==> config.mk <==
export PLATFORM = sky130hd
export DESIGN_NAME = xtr_word_decoder
export DESIGN_NICKNAME = d
export VERILOG_FILES = /design/src/rtl/xtr_word_pkg.sv /design/src/rtl/xtr_code_classify.sv /design/src/rtl/xtr_frame_fsm.sv /design/src/rtl/xtr_beat_reg.sv /design/src/rtl/xtr_word_decoder.sv
export SDC_FILE = /design/constraint.sdc
export NUM_CORES = 1
export LEC_CHECK = 0
export ABC_AREA = 1
export BUFFER_PORTS_ARGS = -buffer_cell sky130_fd_sc_hd__buf_4
export CORE_UTILIZATION = 40
export DETAILED_ROUTE_END_ITERATION = 6
export GPL_TIMING_DRIVEN = 1
export PLACE_DENSITY = 0.67
export SLEW_MARGIN = 20
export SYNTH_ARGS = -nofsm -noshare
export SYNTH_HDL_FRONTEND = slang
export SYNTH_SLANG_ARGS = --single-unit
==> constraint.sdc <==
create_clock -name clk_i -period 1.9 [get_ports clk_i]
set_input_delay 0.095 -clock clk_i [delete_from_list [all_inputs] [get_ports clk_i]]
set_output_delay 0.095 -clock clk_i [all_outputs]
set_load 0.005 [all_outputs]
==> src/rtl/xtr_word_pkg.sv <==
package xtr_word_pkg;

  typedef enum logic [2:0] {
    K_DATA,
    K_EOF,
    K_PRUNED,
    K_ABORT,
    K_ESCAPE,
    K_IDLE
  } word_kind_e;

  typedef enum logic [1:0] {
    ST_HEADER,
    ST_PAYLOAD,
    ST_FINAL
  } dec_state_e;

  typedef struct packed {
    logic valid;
    logic abort;
    logic last;
    logic hdr;
  } beat_flags_t;

endpackage

==> src/rtl/xtr_code_classify.sv <==
module xtr_code_classify
  import xtr_word_pkg::*;
#(
  parameter int                  DATA_W      = 32,
  parameter int                  BYTES_W     = 3,
  parameter logic [DATA_W-1:0]   EOF_BASE    = 32'h8000_0000,
  parameter logic [DATA_W-1:0]   PRUNED_CODE = 32'h8000_0004,
  parameter logic [DATA_W-1:0]   ESCAPE_CODE = 32'h8000_0005,
  parameter logic [DATA_W-1:0]   ABORT_CODE  = 32'h8000_0006,
  parameter logic [DATA_W-1:0]   IDLE_CODE   = 32'h8000_0007
) (
  input  logic [DATA_W-1:0]  word_i,
  output word_kind_e         kind_o,
  output logic [BYTES_W-1:0] bytes_o
);
  localparam int WORD_BYTES = DATA_W / 8;

  logic [WORD_BYTES-1:0] eof_hit;

  // one end-of-frame code per residual byte count; index 0 means a full word
  for (genvar g = 0; g < WORD_BYTES; g++) begin : g_eof
    assign eof_hit[g] = (word_i == EOF_BASE + DATA_W'(g));
  end

  always_comb begin
    kind_o  = K_DATA;
    bytes_o = BYTES_W'(WORD_BYTES);
    for (int i = 0; i < WORD_BYTES; i++) begin
      if (eof_hit[i]) begin
        kind_o  = K_EOF;
        bytes_o = (i == 0) ? BYTES_W'(WORD_BYTES) : BYTES_W'(i);
      end
    end
    if (word_i == PRUNED_CODE) kind_o = K_PRUNED;
    if (word_i == ESCAPE_CODE) kind_o = K_ESCAPE;
    if (word_i == ABORT_CODE)  kind_o = K_ABORT;
    if (word_i == IDLE_CODE)   kind_o = K_IDLE;
  end

endmodule

==> src/rtl/xtr_frame_fsm.sv <==
module xtr_frame_fsm
  import xtr_word_pkg::*;
#(
  parameter int DATA_W    = 32,
  parameter int BYTES_W   = 3,
  parameter int HDR_WORDS = 4
) (
  input  logic               clk_i,
  input  logic               rst_ni,
  input  logic               acc_i,
  input  logic [DATA_W-1:0]  word_i,
  input  word_kind_e         kind_i,
  input  logic [BYTES_W-1:0] bytes_i,
  output beat_flags_t        beat_o,
  output logic [BYTES_W-1:0] beat_bytes_o,
  output logic [DATA_W-1:0]  beat_data_o,
  output dec_state_e         state_o,
  output logic               esc_o
);
  localparam int WORD_BYTES = DATA_W / 8;
  localparam int CNT_W      = $clog2(HDR_WORDS + 1);

  dec_state_e         state_q, state_d;
  logic               esc_q, esc_d;
  logic [CNT_W-1:0]   cnt_q, cnt_d;
  logic [BYTES_W-1:0] fin_q, fin_d;
  logic               take_lit;
  logic               kill;

  always_comb begin
    state_d      = state_q;
    esc_d        = esc_q;
    cnt_d        = cnt_q;
    fin_d        = fin_q;
    take_lit     = 1'b0;
    kill         = 1'b0;
    beat_o       = '0;
    beat_bytes_o = '0;
    beat_data_o  = word_i;

    if (acc_i) begin
      if (esc_q) begin
        esc_d    = 1'b0;
        take_lit = 1'b1;
      end else begin
        case (state_q)
          ST_HEADER: begin
            case (kind_i)
              K_DATA:   take_lit = 1'b1;
              K_ESCAPE: esc_d    = 1'b1;
              K_IDLE:   kill     = (cnt_q != '0); // harmless before the frame starts
              default:  kill     = 1'b1;
            endcase
          end
          ST_PAYLOAD: begin
            case (kind_i)
              K_DATA:   take_lit = 1'b1;
              K_ESCAPE: esc_d    = 1'b1;
              K_ABORT:  kill     = 1'b1;
              K_EOF, K_PRUNED: begin
                fin_d   = bytes_i;
                state_d = ST_FINAL;
              end
              default: ;
            endcase
          end
          default: begin
            if (kind_i == K_ESCAPE) esc_d = 1'b1;
            else                    take_lit = 1'b1;
          end
        endcase
      end

      if (take_lit) begin
        beat_o.valid = 1'b1;
        case (state_q)
          ST_HEADER: begin
            beat_o.hdr   = 1'b1;
            beat_bytes_o = BYTES_W'(WORD_BYTES);
            if (cnt_q == CNT_W'(HDR_WORDS - 1)) begin
              cnt_d   = '0;
              state_d = ST_PAYLOAD;
            end else begin
              cnt_d = cnt_q + 1'b1;
            end
          end
          ST_PAYLOAD: beat_bytes_o = BYTES_W'(WORD_BYTES);
          default: begin
            beat_o.last  = 1'b1;
            beat_bytes_o = fin_q;
            state_d      = ST_HEADER;
            cnt_d        = '0;
          end
        endcase
      end

      if (kill) begin
        beat_o.abort = 1'b1;
        state_d      = ST_HEADER;
        cnt_d        = '0;
        esc_d        = 1'b0;
      end
    end
  end

  always_ff @(posedge clk_i or negedge rst_ni) begin
    if (!rst_ni) begin
      state_q <= ST_HEADER;
      esc_q   <= 1'b0;
      cnt_q   <= '0;
      fin_q   <= '0;
    end else begin
      state_q <= state_d;
      esc_q   <= esc_d;
      cnt_q   <= cnt_d;
      fin_q   <= fin_d;
    end
  end

  assign state_o = state_q;
  assign esc_o   = esc_q;

  assert_hdr_cnt_bound_R3: assert property (@(posedge clk_i) disable iff (!rst_ni)
    cnt_q < CNT_W'(HDR_WORDS))
    else $error("header counter out of range");

  assert_cnt_idle_outside_hdr_R3: assert property (@(posedge clk_i) disable iff (!rst_ni)
    (state_q != ST_HEADER) |-> (cnt_q == '0))
    else $error("header counter live outside header");

  assert_fin_bytes_nonzero_R6: assert property (@(posedge clk_i) disable iff (!rst_ni)
    (state_q == ST_FINAL) |-> (fin_q != '0 && fin_q <= BYTES_W'(WORD_BYTES)))
    else $error("armed byte count out of range");

endmodule

==> src/rtl/xtr_beat_reg.sv <==
module xtr_beat_reg
  import xtr_word_pkg::*;
#(
  parameter int DATA_W  = 32,
  parameter int BYTES_W = 3
) (
  input  logic               clk_i,
  input  logic               rst_ni,
  input  beat_flags_t        beat_i,
  input  logic [BYTES_W-1:0] bytes_i,
  input  logic [DATA_W-1:0]  data_i,
  output beat_flags_t        beat_o,
  output logic [BYTES_W-1:0] bytes_o,
  output logic [DATA_W-1:0]  data_o
);
  localparam int WORD_BYTES = DATA_W / 8;

  always_ff @(posedge clk_i or negedge rst_ni) begin
    if (!rst_ni) begin
      beat_o  <= '0;
      bytes_o <= '0;
      data_o  <= '0;
    end else begin
      beat_o  <= beat_i;
      bytes_o <= bytes_i;
      data_o  <= data_i;
    end
  end

  assert_abort_no_beat_R5: assert property (@(posedge clk_i) disable iff (!rst_ni)
    beat_o.abort |-> !beat_o.valid)
    else $error("abort pulse carries a beat");

  assert_bytes_range_R6: assert property (@(posedge clk_i) disable iff (!rst_ni)
    beat_o.valid |-> (bytes_o != '0 && bytes_o <= BYTES_W'(WORD_BYTES)))
    else $error("byte count out of range");

  assert_full_unless_last_R2: assert property (@(posedge clk_i) disable iff (!rst_ni)
    (beat_o.valid && !beat_o.last) |-> (bytes_o == BYTES_W'(WORD_BYTES)))
    else $error("partial word not marked last");

  assert_hdr_not_last_R3: assert property (@(posedge clk_i) disable iff (!rst_ni)
    (beat_o.last || beat_o.hdr) |-> (beat_o.valid && !(beat_o.last && beat_o.hdr)))
    else $error("flag combination invalid");

endmodule

==> src/rtl/xtr_word_decoder.sv <==
module xtr_word_decoder
  import xtr_word_pkg::*;
#(
  parameter int                DATA_W      = 32,
  parameter int                HDR_WORDS   = 4,
  parameter logic [DATA_W-1:0] EOF_BASE    = 32'h8000_0000,
  parameter logic [DATA_W-1:0] PRUNED_CODE = 32'h8000_0004,
  parameter logic [DATA_W-1:0] ESCAPE_CODE = 32'h8000_0005,
  parameter logic [DATA_W-1:0] ABORT_CODE  = 32'h8000_0006,
  parameter logic [DATA_W-1:0] IDLE_CODE   = 32'h8000_0007
) (
  input  logic              clk_i,
  input  logic              rst_ni,
  input  logic [31:0]       raw_data_i,
  input  logic              raw_valid_i,
  output logic              raw_ready_o,
  output logic [31:0]       out_data_o,
  output logic [2:0]        out_bytes_o,
  output logic              out_valid_o,
  output logic              out_last_o,
  output logic              out_hdr_o,
  output logic              out_abort_o
);
  localparam int WORD_BYTES = DATA_W / 8;
  localparam int BYTES_W    = $clog2(WORD_BYTES + 1);

  logic               rdy_q;
  logic               acc;
  word_kind_e         kind;
  logic [BYTES_W-1:0] kind_bytes;
  beat_flags_t        beat_nxt, beat_q;
  logic [BYTES_W-1:0] bytes_nxt;
  logic [DATA_W-1:0]  data_nxt;
  dec_state_e         state;
  logic               esc;

  always_ff @(posedge clk_i or negedge rst_ni) begin
    if (!rst_ni) rdy_q <= 1'b0;
    else         rdy_q <= 1'b1;
  end

  assign raw_ready_o = rdy_q;
  assign acc         = raw_valid_i & rdy_q;

  xtr_code_classify #(
    .DATA_W(DATA_W), .BYTES_W(BYTES_W), .EOF_BASE(EOF_BASE),
    .PRUNED_CODE(PRUNED_CODE), .ESCAPE_CODE(ESCAPE_CODE),
    .ABORT_CODE(ABORT_CODE), .IDLE_CODE(IDLE_CODE)
  ) u_classify (
    .word_i (raw_data_i),
    .kind_o (kind),
    .bytes_o(kind_bytes)
  );

  xtr_frame_fsm #(
    .DATA_W(DATA_W), .BYTES_W(BYTES_W), .HDR_WORDS(HDR_WORDS)
  ) u_fsm (
    .clk_i       (clk_i),
    .rst_ni      (rst_ni),
    .acc_i       (acc),
    .word_i      (raw_data_i),
    .kind_i      (kind),
    .bytes_i     (kind_bytes),
    .beat_o      (beat_nxt),
    .beat_bytes_o(bytes_nxt),
    .beat_data_o (data_nxt),
    .state_o     (state),
    .esc_o       (esc)
  );

  xtr_beat_reg #(
    .DATA_W(DATA_W), .BYTES_W(BYTES_W)
  ) u_out (
    .clk_i  (clk_i),
    .rst_ni (rst_ni),
    .beat_i (beat_nxt),
    .bytes_i(bytes_nxt),
    .data_i (data_nxt),
    .beat_o (beat_q),
    .bytes_o(out_bytes_o),
    .data_o (out_data_o)
  );

  assign out_valid_o = beat_q.valid;
  assign out_abort_o = beat_q.abort;
  assign out_last_o  = beat_q.last;
  assign out_hdr_o   = beat_q.hdr;

  assert_idle_dropped_R4: assert property (@(posedge clk_i) disable iff (!rst_ni)
    (acc && !esc && kind == K_IDLE && state == ST_PAYLOAD) |=> (!out_valid_o && !out_abort_o))
    else $error("not-ready code produced output");

  assert_abort_restart_R5: assert property (@(posedge clk_i) disable iff (!rst_ni)
    (acc && !esc && kind == K_ABORT && state == ST_PAYLOAD) |=> (out_abort_o && state == ST_HEADER))
    else $error("abort did not end the frame");

  assert_final_is_last_R10: assert property (@(posedge clk_i) disable iff (!rst_ni)
    (acc && !esc && kind != K_ESCAPE && state == ST_FINAL) |=> (out_last_o && state == ST_HEADER))
    else $error("armed final word not emitted as last");

  assert_escape_silent_R8: assert property (@(posedge clk_i) disable iff (!rst_ni)
    (acc && !esc && kind == K_ESCAPE) |=> (!out_valid_o && !out_abort_o && esc))
    else $error("escape code leaked");

  assert_escaped_literal_R8: assert property (@(posedge clk_i) disable iff (!rst_ni)
    (acc && esc) |=> (out_valid_o && !esc))
    else $error("escaped word not emitted");

  assert_last_from_final_R9: assert property (@(posedge clk_i) disable iff (!rst_ni)
    out_last_o |-> ($past(state) == ST_FINAL))
    else $error("last beat outside final state");

endmodule

==> summary.md <==
* 25 — site row count
* 0.00527 ns — worst setup skew after layout
* 9.49 um2 — Synth Area per Inst
* 0.30 ns — worst skew pair latency
* 3 — buffer and inverter count on the worst path
* in2reg — critical path start-end classification
* 0 — Yosys warnings
* 74.3 um — x dimension of the die
* 1,843 — number of global-route vias before repair
* 2 — deepest clock path buffer count
* sky130_fd_sc_hd__clkbuf_8 — root buf cell
* 0 — # setup viols final
* 3330 um2 — design area
* 75 — top-level port count
* 0.845 — final weighted congestion in routability-driven placement
* 695 nW/um2 — pwr/cell area
* 13.8 um — detail-routed net length per standard cell
* 0.00174 uW — Pleak
* simple AND/OR/NAND/NOR gates — delay-heaviest family, CP
* 74 — quantity of I/O buffers inserted on ports
* 2.06 ns — Crit path arrival time
* dlygate4sd3_1, buf_4, inv_2, nand3_4, nor3_4, o21ai_4, nand3_1, nand2_1, nand3_2, nand2_4, a21oi_2, nand2_1, o21ai_1 — critical-path cell list
* 0.418 — fraction of layout instances using a drive strength above 1
* 49 — #FFs+latches synth
* 59.5% — signed area change from the synthesized netlist to the final layout
* 1.83 ns — fin crit period
* 257 — Mapped Nets
* 0.587 — area share of the largest cell type after synthesis
* 74.3 um — Vert. Die Dim
* sky130_fd_sc_hd__dfrtp_1 (59%), sky130_fd_sc_hd__nand2_1 (8.3%), sky130_fd_sc_hd__nor2_1 (5.6%) — cell types occupying the most area after synthesis
* 4880 um2 — Core Footprint
* input port — kind of start point of the critical path
* 0.606 — tightest slew margin relative to the limit
* flop — type of element capturing the critical path
* 0.962 — fraction of the cycle the final worst path needs
* 5.37 mm — wire length after detailed routing
* 0.587 — part of the Yosys area used for sequential elements
* 0 — max-capacitance violation count
* sky130_fd_sc_hd__dlygate4sd3_1 — slowest stage cell, crit path
* 359 — Total Nets Final
* finished, final reports clean — status
* 0 — final routed DRC violation total
* 5 — total CTS buffers
* 3.36 mm — detailed placer's ending HPWL
* 49 — number of clock sinks
* 0.428 — initial cell density of the core
* 2 — number of H-tree levels
* 0 — count of final hold-check violations
* 2320 uW — sum of internal, switching and leakage power
* 0 — number of diodes added for antenna fixing
* 4.66 — detailed-route vias per instance
* 2090 um2 — cell area after technology mapping
* 0.204 — global-route usage over all layers
* done — TritonCTS clock tree
* 5 — worst-path fanout max
* sky130_fd_sc_hd__nand2_1 — dominant cell type by count on the critical path
* 0.399 mV — maximum vdd ir drop
* 0 — overflow left after global routing
* 0 — remaining antenna violation count
* 69 — first-iteration detailed-routing DRC count
* 0 — initial antenna violation count
* 0.55 ns — delay of the slowest cell on the worst path
* 2730 um2 — post-placement cell area
* 1,819 — total number of vias
* 5510 um2 — Die Footprint
* 0 — final count of pins violating max slew
* 0.09 ns — clock-pin slew reported for the worst setup and hold paths after clock tree synthesis
* 220 — instance count of the mapped netlist
* 0.591 ns — transition time at the pin with the least slew margin
* 50 — pin count of the biggest net entering global routing
* 4 — number of iterations in the first detailed-routing pass
* in2reg — path category of the worst min-delay check
* sky130_fd_sc_hd__dfrtp_1 — leading area contributor after synthesis
* 547 MHz — Max Clk Rate
* 2.13 ns — Data required, critical path
* 8.40 mm — wire length of the first global-routing pass
* 27 — Distinct cells, synth
* 0 ns — Setup TNS
==> cells in the mapped netlist <==
| cell | instances |
|---|---|
| sky130_fd_sc_hd__dfrtp_1 | 49 |
| sky130_fd_sc_hd__nand2_1 | 46 |
| sky130_fd_sc_hd__nor2_1 | 31 |
| sky130_fd_sc_hd__inv_1 | 28 |
| sky130_fd_sc_hd__nand3_1 | 11 |
| sky130_fd_sc_hd__nor2_2 | 7 |
| sky130_fd_sc_hd__nand2_2 | 5 |
| sky130_fd_sc_hd__nand4_1 | 5 |
| sky130_fd_sc_hd__nor3_1 | 5 |
| sky130_fd_sc_hd__o21ai_0 | 5 |
| sky130_fd_sc_hd__nand2_4 | 4 |
| sky130_fd_sc_hd__a21oi_1 | 3 |
| sky130_fd_sc_hd__inv_2 | 3 |
| sky130_fd_sc_hd__a21oi_2 | 2 |
| sky130_fd_sc_hd__ha_1 | 2 |
| sky130_fd_sc_hd__nand3_2 | 2 |
| sky130_fd_sc_hd__o21ai_2 | 2 |
| sky130_fd_sc_hd__a211oi_2 | 1 |
| sky130_fd_sc_hd__clkinv_2 | 1 |
| sky130_fd_sc_hd__conb_1 | 1 |
| sky130_fd_sc_hd__nand3_4 | 1 |
| sky130_fd_sc_hd__nand4_2 | 1 |
| sky130_fd_sc_hd__nor2_4 | 1 |
| sky130_fd_sc_hd__nor2_8 | 1 |
| sky130_fd_sc_hd__nor3_2 | 1 |
| sky130_fd_sc_hd__o211ai_1 | 1 |
| sky130_fd_sc_hd__o21ai_1 | 1 |
==> kinds of logic after synthesis <==
kind of cell | share of synthesized area
compound gates | 0.0479
other cells | 0.00180
buf+inv | 0.0581
simple gates | 0.293
fa+ha+maj | 0.0120
flops | 0.587
==> layer usage <==
metal,vias to the layer above,share of wire,routed length [um],global-route usage
met1,850,0.40,2140,0.250
met4,0,0.023,123,0.0713
met3,12,0.048,256,0.0407
li1,893,-,-,-
met5,-,0,0,0
met2,64,0.53,2860,0.358
==> worst register-to-register path, cell delays in order, from the launching register on <==
cell and delay (ns):
sky130_fd_sc_hd__dfrtp_1 0.42, sky130_fd_sc_hd__inv_1 0.08, sky130_fd_sc_hd__ha_1 0.14, sky130_fd_sc_hd__nand2_1 0.08
sky130_fd_sc_hd__a211oi_2 0.24, sky130_fd_sc_hd__nand2_1 0.10, sky130_fd_sc_hd__nand3_2 0.08, sky130_fd_sc_hd__nand2_4 0.08
sky130_fd_sc_hd__a21oi_2 0.15, sky130_fd_sc_hd__nand2_1 0.07, sky130_fd_sc_hd__o21ai_1 0.08
==> state kept, by name, indices dropped and copies added (netlist names) <==
| signal | count |
|---|---|
| u_out.data_o | 32 |
| u_fsm.cnt_q | 3 |
| raw_ready_o | 1 |
| u_fsm.fin_q | 3 |
| u_fsm.state_o | 2 |
| u_fsm.esc_o | 1 |
| u_out.bytes_o | 3 |
| u_out.beat_o | 4 |
==> placed cells by master, fill, tap and decap left out, types with 2 or more instances in the layout <==
cell type                        Yosys  routed
sky130_fd_sc_hd__buf_4               0      60
sky130_fd_sc_hd__dfrtp_1            49      49
sky130_fd_sc_hd__nand2_1            46      34
sky130_fd_sc_hd__inv_1              28      22
sky130_fd_sc_hd__nor2_4              1      18
sky130_fd_sc_hd__nor2_1             31      18
sky130_fd_sc_hd__dlygate4sd3_1       0      18
sky130_fd_sc_hd__nand2_2             5      15
sky130_fd_sc_hd__dlymetal6s4s_1      0      15
sky130_fd_sc_hd__nand3_1            11      11
sky130_fd_sc_hd__inv_2               3       9
sky130_fd_sc_hd__nand2_4             4       6
sky130_fd_sc_hd__nand4_1             5       5
sky130_fd_sc_hd__o21ai_0             5       5
sky130_fd_sc_hd__clkbuf_8            0       5
sky130_fd_sc_hd__nor2_2              7       3
sky130_fd_sc_hd__nand3_4             1       3
sky130_fd_sc_hd__nor3_4              0       3
sky130_fd_sc_hd__a21oi_2             2       3
sky130_fd_sc_hd__o21ai_4             0       2
sky130_fd_sc_hd__nor3_1              5       2
sky130_fd_sc_hd__a21oi_1             3       2
sky130_fd_sc_hd__ha_1                2       2
sky130_fd_sc_hd__clkbuf_1            0       2
==> stage by stage <==
| step | setup slack (ns) | utilization | hold WS, ns | std cells |
|---|---|---|---|---|
| after floorplan | 0.530 | - | -0.201 | 220 |
| after global placement | 0.257 | 0.559 | 0.140 | 361 |
| after detailed placement | 0.239 | 0.559 | 0.144 | 361 |
| after CTS | 0.0163 | 0.644 | 0.208 | 402 |
| after global routing | -0.102 | 0.683 | 0.0575 | 390 |
| final | 0.0727 | 0.683 | 0.0247 | 390 |
==> where the power goes <==
part           internal, uW  switching (uW)
Combinational           241             307
Sequential             1120            48.2
Clock                   261             337
==> worst paths after layout <==
path,start,end,slack [ns],cells past startpoint
setup / recovery,raw_data_i[5],u_fsm.state_o[1],0.07,13
hold / removal,raw_data_i[31],u_out.data_o[31],0.02,1
setup reg to reg,u_fsm.cnt_q[0],u_fsm.state_o[1],0.31,10
hold reg to reg,u_fsm.fin_q[1],u_out.bytes_o[1],0.49,2
max in group asynchronous,rst_ni,u_out.data_o[17],1.15,2
min in group asynchronous,rst_ni,u_out.data_o[8],0.34,2
==> area by class of cell <==
cell class / instances / area, um2
fill: 387 / 1550
sequential: 49 / 1230
multi-input combinational: 140 / 985
timing repair buffer: 94 / 830
inverter: 32 / 123
tap: 67 / 83.8
clock buffer: 7 / 76.3
clock inverter: 1 / 7.51
==> repair_timing <==
action	CTS	global route
resized for setup	0	79
setup endpoints to repair	0	15
endpoints found under the hold margin	81	0
buffers inserted	0	12
hold buffers	33	0
No activity file was read; power rests on OpenSTA's default activity.
